===== src/rtl/ivec_pkg.sv =====
package ivec_pkg;
  localparam int ADDR_W = 3;
  typedef enum logic [ADDR_W-1:0] {
    A_MASK_LO = 3'd0,
    A_MASK_HI = 3'd1,
    A_PEND_LO = 3'd2,
    A_PEND_HI = 3'd3,
    A_VEC     = 3'd4
  } ivec_addr_e;
endpackage


===== src/rtl/ivec_mask_regs.sv =====
module ivec_mask_regs #(
  parameter int NUM_SRC = 20,
  parameter int REG_W   = 16
) (
  input  logic               clk,
  input  logic               rst,
  input  logic               wr_lo,
  input  logic               wr_hi,
  input  logic [REG_W-1:0]   wdata,
  output logic [NUM_SRC-1:0] mask
);
  localparam int HI_W = NUM_SRC - REG_W;

  always_ff @(posedge clk) begin
    if (rst) begin
      mask <= '0;
    end else begin
      if (wr_lo) mask[REG_W-1:0]       <= wdata;
      if (wr_hi) mask[NUM_SRC-1:REG_W] <= wdata[HI_W-1:0];
    end
  end
endmodule


===== src/rtl/ivec_pend_bank.sv =====
module ivec_pend_bank #(
  parameter int NUM_SRC = 20
) (
  input  logic               clk,
  input  logic               rst,
  input  logic [NUM_SRC-1:0] set_i,
  input  logic [NUM_SRC-1:0] clr_i,
  output logic [NUM_SRC-1:0] pend_q,
  output logic               any_q
);
  logic [NUM_SRC-1:0] pend_d;

  // a set on the same edge as a clear keeps the bit
  always_comb pend_d = (pend_q & ~clr_i) | set_i;

  always_ff @(posedge clk) begin
    if (rst) begin
      pend_q <= '0;
      any_q  <= 1'b0;
    end else begin
      pend_q <= pend_d;
      any_q  <= |pend_d;
    end
  end
endmodule


===== src/rtl/ivec_prio_enc.sv =====
module ivec_prio_enc #(
  parameter int NUM_SRC = 20,
  parameter int VEC_W   = $clog2(NUM_SRC + 1)
) (
  input  logic [NUM_SRC-1:0] req,
  output logic [VEC_W-1:0]   vec
);
  // highest index wins, 0 = nothing requested
  always_comb begin
    vec = '0;
    for (int i = 0; i < NUM_SRC; i++) begin
      if (req[i]) vec = VEC_W'(i + 1);
    end
  end
endmodule


===== src/rtl/ivec_mux_top.sv =====
module ivec_mux_top #(
  parameter int NUM_SRC = 20,
  parameter int REG_W   = 16
) (
  input  logic                      clk,
  input  logic                      rst,
  input  logic [NUM_SRC-1:0]        src_evt,
  input  logic                      bus_en,
  input  logic                      bus_we,
  input  logic [ivec_pkg::ADDR_W-1:0] bus_addr,
  input  logic [REG_W-1:0]          bus_wdata,
  output logic [REG_W-1:0]          bus_rdata,
  output logic                      irq_out
);
  import ivec_pkg::*;

  localparam int HI_W  = NUM_SRC - REG_W;
  localparam int VEC_W = $clog2(NUM_SRC + 1);

  logic               wr_acc, rd_acc, rd_vec;
  logic [NUM_SRC-1:0] mask, pend_q, w1c, rd_clr, clr_all;
  logic [VEC_W-1:0]   vec_sel;
  logic [REG_W-1:0]   rd_mux;

  assign wr_acc = bus_en & bus_we;
  assign rd_acc = bus_en & ~bus_we;
  assign rd_vec = rd_acc && (bus_addr == A_VEC);

  ivec_mask_regs #(.NUM_SRC(NUM_SRC), .REG_W(REG_W)) u_mask (
    .clk   (clk),
    .rst   (rst),
    .wr_lo (wr_acc && (bus_addr == A_MASK_LO)),
    .wr_hi (wr_acc && (bus_addr == A_MASK_HI)),
    .wdata (bus_wdata),
    .mask  (mask)
  );

  always_comb begin
    w1c = '0;
    if (wr_acc && (bus_addr == A_PEND_LO)) w1c[REG_W-1:0]       = bus_wdata;
    if (wr_acc && (bus_addr == A_PEND_HI)) w1c[NUM_SRC-1:REG_W] = bus_wdata[HI_W-1:0];
  end

  ivec_prio_enc #(.NUM_SRC(NUM_SRC), .VEC_W(VEC_W)) u_enc (
    .req (pend_q & mask),
    .vec (vec_sel)
  );

  // clear exactly the source that the vector read returns
  always_comb begin
    for (int i = 0; i < NUM_SRC; i++) begin
      rd_clr[i] = rd_vec && (vec_sel == VEC_W'(i + 1));
    end
  end

  assign clr_all = w1c | rd_clr;

  ivec_pend_bank #(.NUM_SRC(NUM_SRC)) u_pend (
    .clk    (clk),
    .rst    (rst),
    .set_i  (src_evt),
    .clr_i  (clr_all),
    .pend_q (pend_q),
    .any_q  (irq_out)
  );

  always_comb begin
    case (bus_addr)
      A_MASK_LO: rd_mux = mask[REG_W-1:0];
      A_MASK_HI: rd_mux = {{(REG_W-HI_W){1'b0}}, mask[NUM_SRC-1:REG_W]};
      A_PEND_LO: rd_mux = pend_q[REG_W-1:0];
      A_PEND_HI: rd_mux = {{(REG_W-HI_W){1'b0}}, pend_q[NUM_SRC-1:REG_W]};
      A_VEC:     rd_mux = REG_W'(vec_sel);
      default:   rd_mux = '0;
    endcase
  end

  always_ff @(posedge clk) begin
    if (rst)         bus_rdata <= '0;
    else if (rd_acc) bus_rdata <= rd_mux;
  end
endmodule


===== config.mk =====
export PLATFORM = sky130hd
export DESIGN_NAME = ivec_mux_top
export DESIGN_NICKNAME = d
export VERILOG_FILES = /design/src/rtl/ivec_pkg.sv /design/src/rtl/ivec_mask_regs.sv /design/src/rtl/ivec_pend_bank.sv /design/src/rtl/ivec_prio_enc.sv /design/src/rtl/ivec_mux_top.sv
export SDC_FILE = /design/constraint.sdc
export NUM_CORES = 1
export LEC_CHECK = 0
export BUFFER_PORTS_ARGS = -buffer_cell sky130_fd_sc_hd__buf_2
export CAP_MARGIN = 20
export CELL_PAD_IN_SITES_DETAIL_PLACEMENT = 1
export CELL_PAD_IN_SITES_GLOBAL_PLACEMENT = 2
export CORE_MARGIN = 2
export CORE_UTILIZATION = 36
export CTS_BUF_LIST = sky130_fd_sc_hd__clkbuf_8
export DETAILED_ROUTE_END_ITERATION = 16
export GPL_TIMING_DRIVEN = 0
export PLACE_DENSITY = 0.95
export SLEW_MARGIN = 5
export SYNTH_ARGS = -nofsm -noshare
export SYNTH_HDL_FRONTEND = slang
export SYNTH_HIERARCHICAL = 1
export SYNTH_SLANG_ARGS = --single-unit

===== constraint.sdc =====
create_clock -name clk -period 4.8 [get_ports clk]
set_input_delay 0.96 -clock clk [delete_from_list [all_inputs] [get_ports clk]]
set_output_delay 0.96 -clock clk [all_outputs]
set_load 0.1 [all_outputs]

==> impl_metrics.toml, run 1 <==
[hold_path]
min_path_cells = 2
min_path_type = "flip-flop to flip-flop"
min_from = "bus_rdata[2]"
hold-path-endpoint = "bus_rdata[2]"

[pwr]
combinationalPowerShare_pct = 11.6
peakVddDrop_mv = 0.1512
p_int_mw = 0.8198
sw_frac_of_total_pct = 26.85
finalPower_mw = 1.121
power.switching_mw = 0.3010
powerDensity_mw_per_mm2 = 301.3
seqPwrFrac_pct = 44.9
p_leak_nw = 1.463
power.share.clock_pct = 43.5

[clock_tree]
post-cts-setup-buffer-count = 0
cts_resized = 0
path_clk_slew_ps = 70
cts_tree = "yes"
hold_buffers = 0
clkSinkCount = 57
numCtsBuffers = 9
clkLatencyLatePin_ps = 340
root_buffer = "clkbuf_8"
htree_levels = 3
clockBufferDepth = 2

[setup_path]
critPathKind = "flip-flop to flip-flop"
reg2regPathDepth = 10
crit_buf_inv = 1
rrSetupSlack_ps = 1160
cp_cell_sequence = "and2_1, nor4_1, nand2b_1, a31oi_1, or4b_4, o21ai_1, inv_1, a2111oi_2, nand4_1, o41a_1"
crit_arrival_ps = 3870
reg2reg_to = "u_pend/any_q"
r2r_start = "u_mask/mask[15]"
crit_fanout = 8
crit_family = "simple AND/OR/NAND/NOR gates"
cp-startpoint = "u_mask/mask[15]"
slowest_stage = "or4b_4"
cp-end-kind = "flip-flop"
start_kind = "flip-flop"
critPathMaxStageDelay_ps = 580
required_ps = 5030

[yosys]
yosysUniqueCellTypes = 44
async_flop_share_pct = 0
synth_top_family_by_area = "simple AND/OR/NAND/NOR gates"
synth_adder_area_share_pct = 0
synth_ff_type = "dfxtp_1"
synth_warnings = 6
netlist_area_mm2 = 0.003083
synthMuxAreaShare_pct = 13.43
synth_area_per_cell_um2 = 8.221
synth_compound_area_share_pct = 17.09
synth-edff-count = 0
synth-xor-area-share_pct = 0
ys_ff_latch = 57
ys_seq_area_share_pct = 37.01
synth_cells = 375
syn_nets = 418
yosys.area_share.simple_pct = 25.85

[timing]
fin_skew_ps = 9.157
setup_tns_ps = 0
fmax_mhz = 274.7
rsz0062_at_grt = "false"
period_share_pct = 75.84
setup_violations = 0
hold_viol = 0
worst_pin_slew_ps = 602.9
drv_slew = 0
fin_crit_ps = 3640
worst_slew_margin_rel_pct = 59.81

[die]
dieArea_mm2 = 0.009320
die_h_um = 96.54
io_pins = 60
core_mm2 = 0.008258
die_x_um = 96.54
fp-row-count = 33
start_util_pct = 37.33

[grt]
grt_overflow = 0
grt_max_degree = 11
first_global_vias = 3002
grt_pass1_wl_um = 15140
grt_util_all_layers_pct = 22.09
antenna_found_initial = 0

[status]
outcome = "completed"

[route]
vias = 2941
first_pass_iters = 4
wl_per_cell_um = 17.51
antenna_left = 0
totalWireLength_um = 9700
drt_iter0_drc = 115
routed_via_density = 5.309
drc = 0

[placed_design]
io_buffer_count = 58
gp_congestion = 0.9189
placed_cell_area_mm2 = 0.003505
hpwlAfterDp_um = 7505

[job]
maxCapViolations = 0

[layout]
nets = 487
num_antenna_cells = 0
final_area_mm2 = 0.003720
drive_gt1_share_pct = 23.39
utilization_pct = 45.05
syn2layout_area_growth_pct = 20.66
## Yosys cell counts (all sizes together) (4+ instances only)
cell type,count,share of area [%]
nor4bb,4,1.3
nand2,26,3.2
and2,21,4.3
o21ai,19,3.1
nand4,4,0.81
a21oi,24,3.9
nand2b,5,1.0
nor4,5,1.0
o31ai,6,1.5
nor3,14,2.3
a22oi,11,2.7
clkbuf,13,1.6
mux2i,29,9.4
mux2,11,4.0
nor2,55,6.7
inv,26,3.2
dfxtp,57,37
nor2b,6,1.9
o21a,5,1.2
a2111oi,4,1.9
buf,7,1.8
## logic make-up (layout without fill, tap and decap cells)
kind of cell / Yosys count / in the layout
simple gates: 152 / 152
mux: 40 / 40
compound gates: 80 / 80
flops: 57 / 57
buf+inv: 46 / 120
## placed cells by master, fill, tap and decap left out, types with 3 or more instances in the layout
cell type | netlist | final
a2111oi_2 | 4 | 4
a21oi_1 | 24 | 24
a22oi_1 | 11 | 11
and2_1 | 21 | 21
buf_2 | 2 | 60
clkbuf_1 | 12 | 12
clkbuf_8 | 0 | 12
dfxtp_1 | 57 | 57
inv_1 | 24 | 24
mux2_2 | 11 | 11
mux2i_1 | 29 | 29
nand2_1 | 26 | 26
nand2b_1 | 5 | 5
nand4_1 | 4 | 4
nor2_1 | 55 | 55
nor2b_1 | 3 | 3
nor2b_4 | 3 | 3
nor3_1 | 14 | 14
nor4_1 | 5 | 5
nor4bb_1 | 4 | 4
o21a_1 | 5 | 5
o21ai_0 | 4 | 4
o21ai_1 | 15 | 15
o22ai_1 | 3 | 3
o31ai_1 | 6 | 6
## tightest hold or removal path: cells and delay by family (launching register included)
family | cells | cell delay (ps)
DFF | 1 | 310
and+or+nand+nor | 1 | 50
AOI/OAI and AO/OA | 1 | 50
## how the worst max path moves through the flow
stage | endpoint | cells past startpoint
6_report | u_pend/any_q | 10
5_1_grt | u_pend/any_q | 10
4_1_cts | u_pend/any_q | 10
3_5_place_dp | u_pend/any_q | 9
3_3_place_gp | u_pend/any_q | 9
2_1_floorplan | u_pend/any_q | 8
## power groups by stage
stage	logic, mW	clock network [mW]	registers [mW]
after floorplan	0.0695	0	0.520
after global placement	0.126	0	0.512
after detailed placement	0.129	0	0.514
after CTS	0.130	0.499	0.503
after global routing	0.141	0.524	0.505
final	0.130	0.487	0.504
## through the flow
| step | setup WS [ps] | instances | hold WS (ps) |
|---|---|---|---|
| 6_report | 1160 | 554 | 447.7 |
| 5_1_grt | 1018 | 554 | 478.7 |
| 4_1_cts | 1217 | 554 | 453.1 |
| 3_5_place_dp | 1091 | 538 | 444.8 |
| 3_3_place_gp | 1103 | 538 | 440.1 |
| 2_1_floorplan | 1487 | 375 | 471.1 |
## cell type report
type / instances / area [µm²]
clock buffers: 12 / 165.2
repair buffers: 58 / 290.3
flip-flops and latches: 57 / 1141
inverters: 26 / 97.59
plain buffers: 20 / 106.4
multi-input cells: 272 / 1738
fillers: 1032 / 4538
clock inverters: 4 / 50.05
well taps: 105 / 131.4
## layer usage
metal	part of all wire [%]	global-route usage [%]
met1	45	28.22
met2	48	36.17
met3	5.7	5.663
met4	1.4	7.629
met5	0	0
## flip-flops by register name, indices dropped and copies added (netlist names)
name,count
u_pend/pend_q,20
bus_rdata,16
u_pend/any_q,1
u_mask/mask,20
Note: power is estimated with default switching activity, not from simulation.
==> run 2: changes to the inputs <==
--- a/config.mk
+++ b/config.mk
@@ -10,11 +10,11 @@
 export CELL_PAD_IN_SITES_DETAIL_PLACEMENT = 1
 export CELL_PAD_IN_SITES_GLOBAL_PLACEMENT = 2
 export CORE_MARGIN = 2
-export CORE_UTILIZATION = 36
+export CORE_UTILIZATION = 33
 export CTS_BUF_LIST = sky130_fd_sc_hd__clkbuf_8
 export DETAILED_ROUTE_END_ITERATION = 16
 export GPL_TIMING_DRIVEN = 0
-export PLACE_DENSITY = 0.95
+export PLACE_DENSITY = 0.93
 export SLEW_MARGIN = 5
 export SYNTH_ARGS = -nofsm -noshare
 export SYNTH_HDL_FRONTEND = slang
==> constraint.sdc (replaced) <==
create_clock -name clk -period 3.7 [get_ports clk]
set_input_delay 0.74 -clock clk [delete_from_list [all_inputs] [get_ports clk]]
set_output_delay 0.74 -clock clk [all_outputs]
set_load 0.1 [all_outputs]
==> run 2 against run 1 <==
Compared with the run above:
- clock skew grew 1.3 ps
- final area grew 0.13%
- combinational power grew 32%
- wire length grew 3.9%
- first-iteration DRC count grew 58%
- worst hold slack gained 5.7 ps
- setup slack lost 970 ps
- clock-buffer cell count shrank 3
- sequential cell count is the same
- largest power group unchanged
==> impl_metrics.toml, run 2 (synthesis results as in run 1) <==
[status]
outcome = "completed"

[timing]
worst_slew_margin_rel_pct = 57.59
fin_skew_ps = 10.45
worst_pin_slew_ps = 636.2
drv_slew = 0
setup_violations = 0
fmax_mhz = 284.6
hold_viol = 0
fin_crit_ps = 3514
hold_ws_ps = 453.3
period_share_pct = 94.98
setup_slack_ps = 185.8

[die]
die_h_um = 100.7
core_mm2 = 0.009153
io_pins = 60
die_x_um = 100.7
fp-row-count = 35
dieArea_mm2 = 0.01013
start_util_pct = 33.68

[setup_path]
cp-end-kind = "flip-flop"
critPathKind = "flip-flop to flip-flop"
required_ps = 3920
crit_fanout = 6
cp_cell_sequence = "and2_1, nor4_1, o21ai_0, a21o_1, or4b_4, o21ai_1, nor2b_4, a2111oi_2, nand4_1, o41a_1"
start_kind = "flip-flop"
slowest_stage = "or4b_4"
critPathMaxStageDelay_ps = 600
crit_arrival_ps = 3740

[route]
dr_wl_met3_um = 539
drc = 0
antenna_left = 0
wl_per_cell_um = 18.06
totalWireLength_um = 10080
routed_via_density = 5.240
highest_layer = "met4"
first_pass_iters = 5
drt_iter0_drc = 182
wl_met2_um = 4662
wl_met1_um = 4675
vias = 2924

[pwr]
peakVddDrop_mv = 0.1380
seqPwrFrac_pct = 45.2
sw_frac_of_total_pct = 26.15
p_int_mw = 1.066
powerDensity_mw_per_mm2 = 387.6
combinationalPowerShare_pct = 11.9
power.share.clock_pct = 42.9
p_leak_nw = 1.466
power.switching_mw = 0.3776

[grt]
grt_overflow = 0
grt_util_all_layers_pct = 20.16
grt_max_degree = 11
grt_pass1_wl_um = 15500
first_global_vias = 2948
antenna_found_initial = 0

[clock_tree]
clkLatencyLatePin_ps = 340
path_clk_slew_ps = 70
post-cts-setup-buffer-count = 0
cts_tree = "yes"
hold_buffers = 0
clockBufferDepth = 2
cts_resized = 0
htree_levels = 3
root_buffer = "clkbuf_8"
clkSinkCount = 57
numCtsBuffers = 9

[placed_design]
io_buffer_count = 58
gp_congestion = 0.9264
hpwlAfterDp_um = 7658
dp_slack_ps = 110.7

[layout]
num_antenna_cells = 0
mostFrequentLayoutCell = "buf_2"
nFillCells = 1120
layout_common_cells = "buf_2 (60), dfxtp_1 (57), nor2_1 (55), mux2i_1 (29), nand2_1 (26)"
multi_input_area_mm2 = 0.001753
largest_registers = "u_mask/mask (20), u_pend/pend_q (20), bus_rdata (16)"
nets = 487
syn2layout_area_growth_pct = 20.82
regArea_mm2 = 0.001141
drive_gt1_share_pct = 23.04

[hold_path]
min_path_type = "flip-flop to flip-flop"

[job]
maxCapViolations = 0
==> run 2: routing by layer <==
layer	vias to the layer above	global-route usage [%]
met4	0	8.114
li1	1442	-
met3	17	3.190
met1	1385	27.01
met2	80	32.36
met5	-	0
==> run 2: final timing paths <==
kind | startpoint | endpoint | slack, ps | depth (start not counted)
worst min-delay path | bus_rdata[3] | bus_rdata[3] | 450 | 2
worst min register to register | bus_rdata[3] | bus_rdata[3] | 450 | 2
worst max register to register | u_mask/mask[11] | u_pend/any_q | 190 | 10
worst max-delay path | u_mask/mask[11] | u_pend/any_q | 190 | 10
==> run 2: area by class of cell <==
type | instances | area share, %
Timing Repair Buffer | 58 | 7.793
Tap cell | 111 | 3.729
Multi-Input combinational cell | 272 | 47.06
Sequential cell | 57 | 30.63
Clock inverter | 5 | 1.982
Inverter | 26 | 2.620
Clock buffer | 9 | 3.326
Buffer | 20 | 2.855
==> run 2: power by group through the flow <==
stage | clock network (mW) | registers [mW] | logic, mW
3_3_place_gp | 0 | 0.664 | 0.165
5_1_grt | 0.661 | 0.655 | 0.186
4_1_cts | 0.631 | 0.652 | 0.171
3_5_place_dp | 0 | 0.666 | 0.169
2_1_floorplan | 0 | 0.674 | 0.0901
6_report | 0.620 | 0.653 | 0.171
==> run 2: stage by stage <==
stage                     TNS (ps)  total power [mW]  area, µm²  utilization, %  cells
after floorplan                  0            0.7646       3083               -    375
after global routing        -39.15             1.502       3725           40.70    558
final                            0             1.444       3725           40.70    558
after CTS                        0             1.453       3710           40.53    558
after global placement           0            0.8290       3512           38.37    544
after detailed placement         0            0.8348       3512           38.37    544
==> run 2: worst max-delay path, delay by kind of cell, from the launching register on <==
kind / cells / cell delay (ps)
AOI/OAI and AO/OA: 5 / 1510
and+or+nand+nor: 5 / 1540
DFF: 1 / 320
==> run 3: changes to the inputs <==
--- a/config.mk
+++ b/config.mk
@@ -10,11 +10,11 @@
 export CELL_PAD_IN_SITES_DETAIL_PLACEMENT = 1
 export CELL_PAD_IN_SITES_GLOBAL_PLACEMENT = 2
 export CORE_MARGIN = 2
-export CORE_UTILIZATION = 33
-export CTS_BUF_LIST = sky130_fd_sc_hd__clkbuf_8
+export CORE_UTILIZATION = 32
+export CTS_BUF_LIST = sky130_fd_sc_hd__clkbuf_16
 export DETAILED_ROUTE_END_ITERATION = 16
 export GPL_TIMING_DRIVEN = 0
-export PLACE_DENSITY = 0.93
+export PLACE_DENSITY = 0.91
 export SLEW_MARGIN = 5
 export SYNTH_ARGS = -nofsm -noshare
 export SYNTH_HDL_FRONTEND = slang
==> run 3 against run 2 <==
Compared with the run above:
- clock-buffer cell count unchanged
- combinational power about the same
- global-route usage up 0.40 points
- register-to-register slack hardly changed
- power rose by 6.9%
- worst hold slack worse by 7.5 ps
- non-clock buffer count unchanged
- final area up 2.4%
- largest cell class unchanged
==> impl_metrics.toml, run 3 (synthesis results as in run 1) <==
[status]
outcome = "completed"

[setup_path]
reg2regPathDepth = 10
r2r_start = "u_pend/pend_q[16]"
start_kind = "flip-flop"
rrSetupSlack_ps = 190
reg2reg_to = "u_pend/any_q"
crit_fanout = 8
crit_arrival_ps = 3720
critPathMaxStageDelay_ps = 540
slowest_stage = "or4b_4"
cp_cell_sequence = "and2_1, nor4_1, nand2b_2, a31oi_4, or4b_4, o21ai_1, nor2b_4, a2111oi_2, nand4_1, o41a_1"
required_ps = 3910
cp-end-kind = "flip-flop"
critPathKind = "flip-flop to flip-flop"

[layout]
multi_input_area_mm2 = 0.001762
regArea_mm2 = 0.001141
num_antenna_cells = 0
drive_gt1_share_pct = 22.94
layout_common_cells = "buf_2 (60), dfxtp_1 (57), nor2_1 (55), mux2i_1 (29), inv_1 (27)"
nets = 487
mostFrequentLayoutCell = "buf_2"
syn2layout_area_growth_pct = 23.74
largest_registers = "u_mask/mask (20), u_pend/pend_q (20), bus_rdata (16)"
nFillCells = 1151

[clock_tree]
clkSinkCount = 57
numCtsBuffers = 9
root_buffer = "clkbuf_16"
cts_tree = "yes"
path_clk_slew_ps = 50
hold_buffers = 0
htree_levels = 3
clkLatencyLatePin_ps = 330
clockBufferDepth = 2

[placed_design]
io_buffer_count = 58
gp_congestion = 0.8551
hpwlAfterDp_um = 7898

[route]
drt_iter0_drc = 108
first_pass_iters = 4
routed_via_density = 5.109
totalWireLength_um = 10210
vias = 2953
drc = 0
antenna_left = 0
wl_per_cell_um = 17.66

[timing]
period_share_pct = 94.83
hold_viol = 0
hold_ws_ps = 445.9
rsz0062_at_grt = "false"
setup_violations = 0
fin_skew_ps = 6.511
drv_slew = 0
setup_tns_ps = 0
worst_pin_slew_ps = 668.2
fmax_mhz = 285.0
worst_slew_margin_rel_pct = 55.45
fin_crit_ps = 3509

[hold_path]
min_path_cells = 2
min_from = "bus_rdata[3]"
min_path_type = "flip-flop to flip-flop"
hold-path-endpoint = "bus_rdata[3]"

[die]
dieArea_mm2 = 0.01044
die_x_um = 102.2
core_mm2 = 0.009284
io_pins = 60
start_util_pct = 33.21
die_h_um = 102.2
fp-row-count = 35

[job]
maxCapViolations = 0

[pwr]
powerDensity_mw_per_mm2 = 404.8
peakVddDrop_mv = 0.1450
p_leak_nw = 1.495

[grt]
grt_util_all_layers_pct = 20.56
antenna_found_initial = 0
first_global_vias = 3033
grt_pass1_wl_um = 16010
grt_overflow = 0
grt_max_degree = 11
[run 3: layer usage]
metal / up-vias / track usage (%) / wire length [µm]
met3: 23 / 2.531 / 388
li1: 1449 / - / -
met5: - / 0 / 0
met1: 1405 / 27.88 / 4840
met4: 0 / 9.128 / 269
met2: 76 / 32.84 / 4708
[run 3: critical path: cells and delay by family (launching register included)]
family | cells | cell delay, ps
AOI/OAI and AO/OA | 4 | 1350
and+or+nand+nor | 6 | 1700
DFF | 1 | 330
[run 3: repair_timing]
item | in CTS | in global routing
gates cloned | 0 | 0
endpoints found under the setup margin | 1 | 1
pin swaps | 0 | 0
setup buffers | 0 | 0
gates resized for setup | 1 | 3
[run 3: through the flow]
step | setup WS [ps] | utilization, % | instance area [µm²] | std cells | total power [mW]
CTS | 106.3 | 40.90 | 3797 | 578 | 1.554
global placement | 165.5 | 38.07 | 3535 | 562 | 0.8297
floorplan | 607.2 | - | 3083 | 375 | 0.7646
finish | 191.4 | 41.09 | 3815 | 578 | 1.544
global route | 0.8171 | 41.09 | 3815 | 578 | 1.605
detailed placement | 125.1 | 38.07 | 3535 | 562 | 0.8369
[run 3: worst max path at each step]
stage	start	to	slack, ps	cells past startpoint
detailed placement	u_pend/pend_q[16]	u_pend/any_q	130	10
finish	u_pend/pend_q[16]	u_pend/any_q	190	10
global route	u_pend/pend_q[16]	u_pend/any_q	0.8	10
floorplan	bus_we	u_pend/any_q	610	8
CTS	u_pend/pend_q[17]	u_pend/any_q	110	10
global placement	u_pend/pend_q[15]	u_pend/any_q	170	10
[run 3: area by class of cell]
cell class	count	share of cell area [%]
Buffer	20	2.788
Clock buffer	9	5.904
Clock inverter	7	0.8199
Inverter	26	2.558
Multi-Input combinational cell	272	46.18
Sequential cell	57	29.91
Tap cell	129	4.231
Timing Repair Buffer	58	7.609
[run 3: where the power goes]
part           switching [mW]  internal [mW]
Combinational           0.106         0.0650
Sequential             0.0190          0.636
Clock                   0.280          0.438
Total                   0.405           1.14
